`config.mk`:
```
export PLATFORM = sky130hd
export DESIGN_NAME = spi_boot_reader
export DESIGN_NICKNAME = d
export VERILOG_FILES = /design/src/rtl/spi_boot_pkg.sv /design/src/rtl/sbr_tick.sv /design/src/rtl/sbr_shreg.sv /design/src/rtl/spi_boot_reader.sv
export SDC_FILE = /design/constraint.sdc
export NUM_CORES = 1
export LEC_CHECK = 0
export CELL_PAD_IN_SITES_DETAIL_PLACEMENT = 2
export CELL_PAD_IN_SITES_GLOBAL_PLACEMENT = 2
export CORE_AREA = 5 5 131 133
export CTS_CLUSTER_DIAMETER = 50
export CTS_CLUSTER_SIZE = 8
export DETAILED_ROUTE_END_ITERATION = 7
export DIE_AREA = 0 0 136 138
export GPL_TIMING_DRIVEN = 0
export PLACE_DENSITY = 0.81
export RECOVER_POWER = 50
export SYNTH_ARGS = -nofsm -noshare
export SYNTH_HDL_FRONTEND = slang
export SYNTH_HIERARCHICAL = 1
export SYNTH_SLANG_ARGS = --single-unit
```
`constraint.sdc`:
```
create_clock -name clk -period 2.7 [get_ports clk]
set_clock_uncertainty 0.1 [all_clocks]
set_input_delay 0.27 -clock clk [delete_from_list [all_inputs] [get_ports clk]]
set_output_delay 0.27 -clock clk [all_outputs]
set_load 0.005 [all_outputs]
```
`src/rtl/spi_boot_pkg.sv`:
```
package spi_boot_pkg;

  typedef enum logic [2:0] {
    ST_IDLE,
    ST_SETUP,
    ST_XFER,
    ST_DELIVER,
    ST_HOLD
  } rdr_state_t;

  localparam logic [7:0] READ_OPCODE = 8'h03;

  // Number of address bytes for a mode code: 1 -> 1, 2 -> 2, else 3.
  function automatic logic [1:0] addr_byte_count(input logic [1:0] mode);
    case (mode)
      2'd1:    return 2'd1;
      2'd2:    return 2'd2;
      default: return 2'd3;
    endcase
  endfunction

  // Header byte at position idx: 0 is the opcode, 1..n are address bytes, MSB first.
  function automatic logic [7:0] header_byte(input logic [1:0]  idx,
                                             input logic [23:0] addr,
                                             input logic [1:0]  nbytes);
    logic [1:0]  k;
    logic [23:0] sh;
    if (idx == 2'd0) return READ_OPCODE;
    k  = nbytes - idx;
    sh = addr >> {k, 3'b000};
    return sh[7:0];
  endfunction

endpackage

```
`src/rtl/sbr_tick.sv`:
```
module sbr_tick #(
  parameter int HALF_DIV = 4
) (
  input  logic clk,
  input  logic rst_n,
  input  logic en,
  output logic tick
);
  localparam int CW = (HALF_DIV > 1) ? $clog2(HALF_DIV) : 1;
  localparam logic [CW-1:0] LAST = CW'(HALF_DIV - 1);

  logic [CW-1:0] cnt;

  assign tick = en && (cnt == LAST);

  always_ff @(posedge clk or negedge rst_n) begin
    if (!rst_n)    cnt <= '0;
    else if (!en)  cnt <= '0;
    else if (tick) cnt <= '0;
    else           cnt <= cnt + CW'(1);
  end
endmodule

```
`src/rtl/sbr_shreg.sv`:
```
module sbr_shreg (
  input  logic       clk,
  input  logic       rst_n,
  input  logic       load,
  input  logic [7:0] load_val,
  input  logic       shift,
  input  logic       sample,
  input  logic       miso,
  output logic       mosi,
  output logic [7:0] rx
);
  logic [7:0] tx;

  assign mosi = tx[7];

  always_ff @(posedge clk or negedge rst_n) begin
    if (!rst_n) begin
      tx <= '0;
      rx <= '0;
    end else begin
      if (load)       tx <= load_val;
      else if (shift) tx <= {tx[6:0], 1'b0};
      if (sample)     rx <= {rx[6:0], miso};
    end
  end
endmodule

```
`src/rtl/spi_boot_reader.sv`:
```
module spi_boot_reader
  import spi_boot_pkg::*;
#(
  parameter int HALF_DIV = 4,
  parameter int CNT_W    = 16
) (
  input  logic             clk,
  input  logic             rst_n,
  input  logic             start_i,
  input  logic             stop_i,
  input  logic [1:0]       addr_mode_i,
  input  logic [23:0]      start_addr_i,
  input  logic [CNT_W-1:0] byte_limit_i,
  output logic             sck_o,
  output logic             cs_n_o,
  output logic             mosi_o,
  input  logic             miso_i,
  output logic [7:0]       data_o,
  output logic             valid_o,
  input  logic             ready_i,
  output logic             busy_o
);

  rdr_state_t       state;
  logic [1:0]       mode_q;
  logic [23:0]      addr_q;
  logic [CNT_W-1:0] limit_q;
  logic [CNT_W-1:0] out_cnt;
  logic [3:0]       bit_cnt;
  logic [1:0]       hdr_idx;
  logic             data_phase;
  logic             stop_req;
  logic             sck_q;
  logic             valid_q;
  logic [7:0]       data_q;

  // named internal events
  logic       div_en, tick;
  logic       start_ok, sck_rise, sck_fall, byte_end, hdr_last;
  logic       accept, limit_hit, stop_now;
  logic       sr_load, sr_shift;
  logic [7:0] sr_val, rx_byte;
  logic [1:0] n_addr;

  assign n_addr    = addr_byte_count(mode_q);
  assign div_en    = (state == ST_SETUP) || (state == ST_XFER) || (state == ST_HOLD);
  assign start_ok  = (state == ST_IDLE) && start_i;
  assign sck_rise  = (state == ST_XFER) && tick && !sck_q;
  assign sck_fall  = (state == ST_XFER) && tick && sck_q;
  assign byte_end  = sck_fall && (bit_cnt == 4'd8);
  assign hdr_last  = (hdr_idx == n_addr);
  assign accept    = (state == ST_DELIVER) && (!valid_q || ready_i);
  assign limit_hit = (limit_q != '0) && ((out_cnt + CNT_W'(1)) == limit_q);
  assign stop_now  = stop_req || stop_i;

  assign sr_load  = start_ok || (byte_end && !data_phase);
  assign sr_val   = start_ok ? READ_OPCODE :
                    (hdr_last ? 8'h00 : header_byte(hdr_idx + 2'd1, addr_q, n_addr));
  assign sr_shift = sck_fall && (bit_cnt != 4'd8);

  sbr_tick #(.HALF_DIV(HALF_DIV)) u_tick (
    .clk   (clk),
    .rst_n (rst_n),
    .en    (div_en),
    .tick  (tick)
  );

  sbr_shreg u_shreg (
    .clk      (clk),
    .rst_n    (rst_n),
    .load     (sr_load),
    .load_val (sr_val),
    .shift    (sr_shift),
    .sample   (sck_rise),
    .miso     (miso_i),
    .mosi     (mosi_o),
    .rx       (rx_byte)
  );

  always_ff @(posedge clk or negedge rst_n) begin
    if (!rst_n) begin
      state      <= ST_IDLE;
      mode_q     <= '0;
      addr_q     <= '0;
      limit_q    <= '0;
      out_cnt    <= '0;
      bit_cnt    <= '0;
      hdr_idx    <= '0;
      data_phase <= 1'b0;
      sck_q      <= 1'b0;
    end else begin
      case (state)
        ST_IDLE: begin
          sck_q <= 1'b0;
          if (start_i) begin
            state      <= ST_SETUP;
            mode_q     <= addr_mode_i;
            addr_q     <= start_addr_i;
            limit_q    <= byte_limit_i;
            out_cnt    <= '0;
            bit_cnt    <= '0;
            hdr_idx    <= '0;
            data_phase <= 1'b0;
          end
        end
        ST_SETUP: if (tick) state <= ST_XFER;
        ST_XFER: begin
          if (sck_rise) begin
            sck_q   <= 1'b1;
            bit_cnt <= bit_cnt + 4'd1;
          end else if (sck_fall) begin
            sck_q <= 1'b0;
            if (byte_end) begin
              bit_cnt <= '0;
              if (!data_phase) begin
                if (hdr_last) data_phase <= 1'b1;
                else          hdr_idx    <= hdr_idx + 2'd1;
                if (stop_now) state <= ST_HOLD;
              end else begin
                state <= ST_DELIVER;
              end
            end
          end
        end
        ST_DELIVER: if (accept) begin
          out_cnt <= out_cnt + CNT_W'(1);
          state   <= (stop_now || limit_hit) ? ST_HOLD : ST_XFER;
        end
        ST_HOLD: if (tick) begin
          if (bit_cnt == 4'd1) state   <= ST_IDLE;
          else                 bit_cnt <= bit_cnt + 4'd1;
        end
        default: state <= ST_IDLE;
      endcase
    end
  end

  always_ff @(posedge clk or negedge rst_n) begin
    if (!rst_n)                stop_req <= 1'b0;
    else if (state == ST_IDLE) stop_req <= 1'b0;
    else if (stop_i)           stop_req <= 1'b1;
  end

  always_ff @(posedge clk or negedge rst_n) begin
    if (!rst_n) begin
      valid_q <= 1'b0;
      data_q  <= '0;
    end else if (accept) begin
      valid_q <= 1'b1;
      data_q  <= rx_byte;
    end else if (ready_i) begin
      valid_q <= 1'b0;
    end
  end

  assign sck_o   = sck_q;
  assign cs_n_o  = (state == ST_IDLE);
  assign busy_o  = (state != ST_IDLE);
  assign valid_o = valid_q;
  assign data_o  = data_q;

endmodule

```
Word-level counts from Yosys, hierarchy flattened. Index checks and enable logic that the tools add are counted.

Register bits: 97. Input bits: 48. Output and inout bits: 13. Word-level logic and storage cells: 136.

Add/sub/neg operators: 5. Equality and inequality tests: 26. Shifts and indexed selects: 1. Multiplexer cells: 53. Reductions and logical operators: 36.

Operators by type and width (number): $mux W8 (6); $mux W3 (11); $mux W16 (2); $pmux W16 S2 (1); $mux W4 (6); $shr A24 B5 Y8 (1); $ne A2 B2 Y1 const B (10); $add A16 B1 Y16 const B (1); $eq A16 B16 Y1 (1); $mux W2 (8); $reduce_bool A16 Y1 (1); $pmux W3 S5 (1); $mux W1 (13); $pmux W4 S3 (1); $logic_and A1 B1 Y1 (10); $reduce_bool A2 Y1 (5); $ne A3 B3 Y1 const B (3); $reduce_and A9 Y1 (1); $pmux W2 S2 (2); $reduce_and A7 Y1 (1); $eq A3 B2 Y1 const B (2); $logic_or A1 B1 Y1 (6); $reduce_and A6 Y1 (1); $reduce_bool A3 Y1 (2); 19 further kinds (25).

Logic depth before layout (Yosys ltp). Gate-level depths: netlist of run 1.

Word-level depth: 11. Depth in mapped cells: 11.

Hierarchy. Netlist of run 1, hierarchy kept.

Modules (own cells, without submodules): spi_boot_reader (instances 1, cells each 560, area each 4449.3 sq um); sbr_shreg (instances 1, cells each 51, area each 700.7 sq um); sbr_tick (instances 1, cells each 6, area each 91.3 sq um).

Worst setup path after synthesis of run 1. OpenSTA, ideal clock, no wires.

Path type: flip-flop to flip-flop. From: reg out_cnt[0]. To: reg state[1]. Setup time: 0.134 ns. Arrival time: 2.237 ns. Setup slack: 0.229 ns. Cell stages (with the launch flop): 9. Period minus slack after synthesis: 2.471 ns. Cell sequence: dfrtp_1 > ha_1 > nand4_2 > or4_1 > xnor2_1 > a21oi_1 > o2111ai_1 > o311ai_1 > a31oi_1.

Cells in the longest elaborated chain, start to end: 7.

Ends and longest elaborated chain: start: declaration (RTL line spi_boot_reader.sv:28) `logic [CNT_W-1:0] out_cnt;`; start signal: assignment (RTL line spi_boot_reader.sv:126) `out_cnt <= out_cnt + CNT_W'(1);`; $add A16 B1 Y16 (RTL line spi_boot_reader.sv:53) `assign limit_hit = (limit_q != '0) && ((out_cnt + CNT_W'(1)) == limit_q);`; $eq A16 B16 Y1 (RTL line spi_boot_reader.sv:53); $logic_and A1 B1 Y1 (RTL line spi_boot_reader.sv:53); $logic_or A1 B1 Y1 (RTL line spi_boot_reader.sv:127) `state <= (stop_now || limit_hit) ? ST_HOLD : ST_XFER;`; $mux W3 (RTL line spi_boot_reader.sv:127); $mux W3 (RTL line spi_boot_reader.sv:125) `ST_DELIVER: if (accept) begin`; $pmux W3 S5 (RTL line spi_boot_reader.sv:92) `case (state)`; end signal: assignment (RTL line spi_boot_reader.sv:127); end: declaration (RTL line spi_boot_reader.sv:24) `rdr_state_t state;`.

No other way between the ends. The select of a mux whose other input is x is not followed. A chain may end at the register's enable or synchronous reset.

Final worst setup path of run 1.
From: reg state[0]. To: reg state[0].

Cells in the longest elaborated chain, start to end: 9. Elaborated cells on any way between the ends: 24. Classes of those cells: eq/ne (13); mux (1); reduce/logical (10).

Ends and longest elaborated chain: $eq A3 B1 Y1 / $eq A3 B2 Y1 (equally long branches) (RTL line spi_boot_reader.sv:46) `assign div_en = (state == ST_SETUP) || (state == ST_XFER) || (state == ST_HOLD);`; $logic_or A1 B1 Y1 (RTL line spi_boot_reader.sv:46); $logic_or A1 B1 Y1 * (RTL line spi_boot_reader.sv:46); net div_en (RTL line spi_boot_reader.sv:38) `logic div_en, tick;`; $logic_and A1 B1 Y1 * (RTL line sbr_tick.sv:14) `assign tick = en && (cnt == LAST);`; net tick (RTL line spi_boot_reader.sv:38); $logic_and A1 B1 Y1 (RTL line spi_boot_reader.sv:48, spi_boot_reader.sv:49); $logic_and A1 B1 Y1 (RTL line spi_boot_reader.sv:49) `assign sck_fall = (state == ST_XFER) && tick && sck_q;`; $logic_and A1 B1 Y1 (RTL line spi_boot_reader.sv:50) `assign byte_end = sck_fall && (bit_cnt == 4'd8);`; $ne A2 B2 Y1 (no source line); $reduce_and A9 Y1 (no source line) *.

Mark *: on every way through the listed nets, which the timed path passes. The rest lies on a longest branch.

==> results of run 1 <==
==> sequential cells by signal, summed over array words and instances, names as in the netlist <==
| name | flops |
|---|---|
| valid_o | 1 |
| data_phase | 1 |
| state | 3 |
| mode_q | 2 |
| u_shreg/rx | 8 |
| limit_q | 16 |
| sck_o | 1 |
| u_tick/cnt | 2 |
| stop_req | 1 |
| bit_cnt | 4 |
| addr_q | 24 |
| hdr_idx | 2 |
| out_cnt | 16 |
| u_shreg/tx | 8 |
| data_o | 8 |
==> synthesized netlist by cell type, types with 4 or more instances <==
cell and instances:
nand2_1 214, dfrtp_1 97, nor2_1 45, o21ai_0 40
a21oi_1 19, clkbuf_1 18, xnor2_1 17, nand3_1 12
buf_2 11, inv_1 11, mux2i_1 10, a31oi_1 9
xor2_1 9, mux2_4 8, o21ai_1 8, or3_1 8
ha_1 7, nand2b_1 5, nor2b_1 5, nor4_1 4
==> critical path, cell delays in order (launching register included) <==
cell       delay (ps)
dfrtp_1           360
clkbuf_4          240
xor2_2            170
mux2_4            180
and2_4            180
nand4bb_1         170
a31oi_1           200
nor2_1             60
a2111o_1          460
nor2_2            170
o21ai_0           120
o21ai_1           120
==> routing by layer <==
metal,routed length (µm),part of all wire
met5,0,0
met4,191,0.012
met3,501,0.031
met2,8090,0.49
met1,7570,0.46
==> logic make-up (layout without fill, tap and decap cells) <==
logic type,after synthesis,in the layout,share of synthesized area
AND/OR/NAND/NOR,324,324,0.278
AO/OA/AOI/OAI,98,98,0.114
flip-flops,97,97,0.463
buffers and inverters,46,122,0.0406
XOR/XNOR,26,26,0.0434
multiplexers,19,19,0.0442
adder cells (fa/ha/maj),7,7,0.0167
==> power by group through the flow <==
| stage | registers, mW | logic, mW | clock network, mW |
|---|---|---|---|
| detailed placement | 2.29 | 2.79 | 0 |
| CTS | 2.27 | 2.84 | 1.32 |
| global placement | 2.25 | 2.62 | 0 |
| floorplan | 2.15 | 1.90 | 0 |
| finish | 2.27 | 2.95 | 1.29 |
| global route | 2.33 | 3.34 | 1.39 |
==> cell type report <==
cell class	count	area, µm²
plain buffers	34	180
clock buffers	10	229
clock inverters	5	56.3
fillers	1733	9170
inverters	11	41.3
multi-input cells	474	2710
flip-flops and latches	97	2430
well taps	216	270
repair buffers	62	633
==> per-stage QoR <==
step	hold WS, ps	utilization	cell area (µm²)
final	347	0.417	6550
after global routing	347	0.417	6550
after CTS	335	0.411	6460
after detailed placement	251	0.391	6140
after global placement	340	0.389	6110
after floorplan	-126	-	5240
==> path summary, 6_finish.rpt <==
kind | from | to | slack (ps) | cells past startpoint
hold reg to reg | u_tick/cnt[0] | u_tick/cnt[0] | 360 | 1
hold / removal | byte_limit_i[2] | limit_q[2] | 350 | 3
min in group asynchronous | rst_n | out_cnt[5] | 650 | 2
max in group asynchronous | rst_n | out_cnt[0] | 940 | 2
setup reg to reg | state[0] | state[0] | 80 | 11
setup / recovery | state[0] | state[0] | 80 | 11
==> timing repair <==
| item | in CTS | in global routing |
|---|---|---|
| gates cloned | 0 | 0 |
| pin swaps | 0 | 5 |
| resized for setup | 6 | 27 |
| hold endpoints to repair | 46 | 0 |
| setup endpoints to repair | 7 | 23 |
| hold buffers | 1 | 0 |
==> metrics.md, run 1 <==
| Metric | Value |
|---|---|
| Sink Count | `slightly below 100` |
| Diode count | `0` |
| Critical path launch point type | `register` |
| Longest Clk Path Bufs | `2` |
| Commonest non-fill, non-tap cell in the layout | `nand2_1` |
| Top-area cell type share of the netlist area | `0.463` |
| GR Overflow Total | `0` |
| Number of flops mapped to enable cells by yosys | `0` |
| M3 GR Usage | `0.0348` |
| Sequential share of the synthesized area | `0.463` |
| Fmax | `0.382 GHz` |
| Maxcap violations | `0` |
| Most area-hungry cell type in the Yosys netlist | `dfrtp_1` |
| Clock share of power | `0.198` |
| Total CTS buffers | `9` |
| CTS tree | `built` |
| Worst VDD drop | `0.380 mV` |
| Mapped Cells | `617` |
| Wire length per cell | `18.0 µm` |
| Row count | `46` |
| Power Internal | `between 3 and 4 mW` |
| ANT nets after route | `0` |
| H-Tree Depth | `3` |
| Final non-filler cell total | `around 900` |
| Clock root buffer | `clkbuf_16` |
| IO Pins | `61` |
| Final setup vio count | `0` |
| Reg power frac | `0.349` |
| Yosys Warn Count | `6` |
| Post-synth top flop | `dfrtp_1` |
| Worst-Skew Late Latency | `roughly 350 ps` |
| HP Class | `in2reg` |
| Post-placement cell count | `894` |
| Die X | `136 µm` |
| Pwr dens | `994 nW/µm²` |
| Crit. End Element | `register` |
| Slew margin rel. | `0.122` |
| Synth Cell Area | `5240 µm²` |
| Net Sw Frac | `0.429` |
| Fin. Hold Viols | `0` |
| First-pass GRT wire length | `27,200 µm` |
| Die ar. | `around 19,000 µm²` |
| Syn-to-layout area delta | `24.9%` |
| DRT iter0 DRCs | `141` |
| Vias in the first global route | `5,161` |
| Setup TNS | `0 ps` |
| Ys async rst share | `1.00` |
| Leading cell types in the layout, fill and taps excluded | `213 x nand2_1, 95 x dfrtp_1, 59 x clkdlybuf4s50_1` |
| Minimum clock period after layout | `around 2600 ps` |
| Worst EP required | `2880 ps` |
| Sw power | `2.79 mW` |
| Final period util | `0.970` |
| Total core area | `15,700 µm²` |
| Initial core utilization | `0.334` |
| Power after layout | `6.50 mW` |
| Vias per std cell | `a little over 5` |
| Met2 global-route usage | `0.298` |
| Port buffer count | `60` |
| Leakage power | `2.97 nW` |
| Final Slew Violations | `0` |
| Worst Path Arrival | `2790 ps` |
| Worst Max-Slew Pin Slew | `1320 ps` |
| Busiest grt layer | `met2` |
| Final GP Congestion | `~0.82` |
| Net count after synthesis | `between 600 and 700` |
| DRC violations left | `0` |
| Dpl ws | `-272 ps` |
| Reg clk slew, reported paths | `about 70 ps` |
| Flops & latches, synth | `97` |
| Vias post-DR | `4,620` |
| Cell variety after synth | `~60` |
| CP max FO | `10` |
| Drt pass-1 iters | `4` |
| Met1 usage | `0.243` |
| Dpl hpwl | `12,100 µm` |
| Total Routing Usage GR | `0.180` |
| Largest net degree at the start of global routing | `52` |
| Die height | `138 µm` |
| Status | `completed` |
| Postcts setup bufs | `0` |
| Comb pwr share | `0.453` |
| Share of post-route cells with drive strength above 1 | `0.108` |
| Synthesized area per cell | `8.49 µm²` |
| CP Class | `reg2reg` |
| Routed wire length | `16,400 µm` |
| Initial antenna violation count | `0` |
| Layout Nets | `744` |
| Final setup margin | `81.9 ps` |
| Top area cells in the synthesized netlist | `dfrtp_1 46%, nand2_1 15%, o21ai_0 3.8%, nor2_1 3.2%, xnor2_1 2.8%` |
(Power assumes the default switching activity.)
==> run 2, diff against run 1 <==
--- a/config.mk
+++ b/config.mk
@@ -7,15 +7,15 @@
 export LEC_CHECK = 0
 export CELL_PAD_IN_SITES_DETAIL_PLACEMENT = 2
 export CELL_PAD_IN_SITES_GLOBAL_PLACEMENT = 2
-export CORE_AREA = 5 5 131 133
+export CORE_AREA = 5 5 122 124
 export CTS_CLUSTER_DIAMETER = 50
 export CTS_CLUSTER_SIZE = 8
 export DETAILED_ROUTE_END_ITERATION = 7
-export DIE_AREA = 0 0 136 138
+export DIE_AREA = 0 0 127 129
+export DONT_BUFFER_PORTS = 1
 export GPL_TIMING_DRIVEN = 0
 export PLACE_DENSITY = 0.81
 export RECOVER_POWER = 50
 export SYNTH_ARGS = -nofsm -noshare
 export SYNTH_HDL_FRONTEND = slang
-export SYNTH_HIERARCHICAL = 1
 export SYNTH_SLANG_ARGS = --single-unit
==> run 2 against run 1 <==
  * Core utilization rose by 3.8 points
  * First-iteration DRC count rose by 7.1%
  * Register-to-register slack better by 70 ps
  * Synthesized cell count is 6.5% lower
  * Sequential power down 36%
  * Largest cell class unchanged
==> metrics.md, run 2 <==
| Metric | Value |
|---|---|
| Die height | `129 µm` |
| Worst VDD drop | `roughly 0.42 mV` |
| Final setup vio count | `0` |
| Worst-Skew Late Latency | `360 ps` |
| Power after layout | `2.89 mW` |
| CP Class | `reg2reg` |
| Synth Cell Area | `5220 µm²` |
| Total Routing Usage GR | `0.217` |
| Startpoint of the worst register-to-register path | `hdr_idx[0]` |
| Initial antenna violation count | `0` |
| Fmax | `just under 0.4 GHz` |
| First-pass GRT wire length | `27,800 µm` |
| Crit-path cells | `ha_1 -> xnor2_1 -> xor2_4 -> mux2i_1 -> mux2i_1 -> nand2_1 -> a21oi_1` |
| Net count after synthesis | `roughly 630` |
| DRT iter0 DRCs | `approximately 150` |
| Top-area cell type share of the netlist area | `0.465` |
| Finished Cell Area | `6210 µm²` |
| Synthesized area per cell | `9.04 µm²` |
| Minimum clock period after layout | `2550 ps` |
| Max stage delay on crit path | `between 500 and 600 ps` |
| H-Tree Depth | `3` |
| Post-synth top flop | `dfrtp_1` |
| Total core area | `about 14,000 µm²` |
| Die X | `127 µm` |
| Clock root buffer | `clkbuf_16` |
| Multi-input logic area | `2590 µm²` |
| Worst path slowest cell | `xnor2_1` |
| RSZ-0062 raised after global routing | `false` |
| Layout Nets | `689` |
| Cell variety after synth | `66` |
| Leakage power | `2.95 nW` |
| Ys async rst share | `1.00` |
| Maxcap violations | `0` |
| Drt pass-1 iters | `4` |
| Reg clk slew, reported paths | `~70 ps` |
| Commonest non-fill, non-tap cell in the layout | `nand2_1` |
| Crit path top cell by count | `mux2i_1` |
| Worst Setup SP | `hdr_idx[0]` |
| Syn-to-layout area delta | `19.1%` |
| Fillers | `1,495` |
| Sequential share of the synthesized area | `0.465` |
| Worst Path Arrival | `2700 ps` |
| Final period util | `0.945` |
| Hold slack | `slightly above 80 ps` |
| Dpl hpwl | `10,900 µm` |
| Vias in the first global route | `5,061` |
| Wire length per cell | `20.5 µm` |
| Slew margin rel. | `0.0739` |
| Die ar. | `16,400 µm²` |
| Share of post-route cells with drive strength above 1 | `0.0911` |
| Setup TNS | `0 ps` |
| Pwr dens | `roughly 470 nW/µm²` |
| Final Slew Violations | `0` |
| Vias per std cell | `5.39` |
| Post-placement cell count | `757` |
| Number of flops mapped to enable cells by yosys | `0` |
| Flops & latches, synth | `97` |
| Critical path launch point type | `register` |
| Most common cell in the netlist | `nand2_1` |
| Post-synth top cells | `191 x nand2_1, 97 x dfrtp_1, 35 x nor2_1` |
| Diode count | `0` |
| Row count | `43` |
| CP endpoint | `u_shreg.tx[4]` |
| Largest net degree at the start of global routing | `98` |
| Worst EP required | `between 2000 and 3000 ps` |
| Final Util | `0.455` |
| Sink Count | `between 90 and 100` |
| Initial core utilization | `0.382` |
| Reg2reg setup slack | `150 ps` |
| Register name with the most flops | `addr_q` |
| Final non-filler cell total | `817` |
| Top area cells in the synthesized netlist | `dfrtp_1 47%, nand2_1 14%, mux2i_1 3.3%, xnor2_1 3.0%, nor2_1 2.5%` |
| Storage cell area | `2430 µm²` |
| Worst R2R End | `u_shreg.tx[4]` |
| GR Overflow Total | `0` |
| Most area-hungry cell type in the Yosys netlist | `dfrtp_1` |
| Mapped Cells | `slightly below 600` |
| Worst Max-Slew Pin Slew | `1390 ps` |
| HP Class | `in2reg` |
| Reg2Reg Depth | `7` |
| Delay-heaviest family, CP | `XOR/XNOR gates` |
| Status | `completed` |
| CTS tree | `built` |
| Area post-placement | `5440 µm²` |
| Postcts setup bufs | `0` |
| Dpl ws | `77.7 ps` |
| Top Registers | `addr_q x24, limit_q x16, out_cnt x16` |
| Routed wire length | `16,700 µm` |
| Crit. End Element | `register` |
| Final GP Congestion | `around 0.8` |
| DRC violations left | `0` |
| Port buffer count | `0` |
| CP max FO | `8` |
| Leading cell types in the layout, fill and taps excluded | `191 x nand2_1, 97 x dfrtp_1, 45 x dlygate4sd3_1` |
| Worst path depth | `7` |
| Longest Clk Path Bufs | `2` |
| Final setup margin | `147 ps` |
| Vias post-DR | `4,401` |
| Hold depth | `2` |
| Total CTS buffers | `9` |
| Yosys Warn Count | `0` |
| ANT nets after route | `0` |
| Max FFs per register | `24` |
| Fin. Hold Viols | `0` |
| Buf/Inv on CP | `0` |
| IO Pins | `61` |
[run 2: routing by layer]
| metal | vias to the layer above | routed length, µm | GRT usage |
|---|---|---|---|
| li1 | 2062 | - | - |
| met1 | 2264 | 6880 | 0.257 |
| met2 | 57 | 9050 | 0.403 |
| met3 | 18 | 511 | 0.0399 |
| met4 | 0 | 291 | 0.0606 |
| met5 | - | 0 | 0 |
[run 2: layout make-up]
type                       count  area share
clock inverter                 5      0.0105
timing repair buffer          46      0.0737
sequential                    97       0.391
clock buffer                   9      0.0363
inverter                      10     0.00604
buffer                        29      0.0288
multi-input combinational    441       0.418
tap                          180      0.0363
[run 2: how the worst min path moves through the flow]
| stage | start | slack (ps) | endpoint |
|---|---|---|---|
| global placement | rst_n | -120 | data_o[4] |
| finish | ready_i | 80 | valid_o |
| floorplan | rst_n | -130 | addr_q[0] |
| global route | ready_i | 90 | valid_o |
| detailed placement | rst_n | -120 | data_o[4] |
| CTS | ready_i | 30 | valid_o |
[run 2: report_power, final]
part / internal [mW] / total, mW / switching, mW
Sequential: 1.46 / 1.46 / 0.00415
Combinational: 0.0485 / 0.0918 / 0.0433
Clock: 0.719 / 1.34 / 0.617
Total: 2.22 / 2.89 / 0.664
[run 2: kinds of logic (layout without fill, tap and decap cells)]
logic type,after synthesis,in the layout,share of synthesized area
flops,97,97,0.465
mux,26,26,0.0521
fa+ha+maj,7,7,0.0168
compound gates,85,85,0.108
simple gates,297,297,0.271
xor+xnor,26,26,0.0451
buf+inv,39,99,0.0415
[run 2: what timing repair did]
item / in CTS / in global routing
hold buffers: 46 / 0
hold endpoints to repair: 142 / 0
endpoints found under the setup margin: 0 / 12
resized for setup: 0 / 3
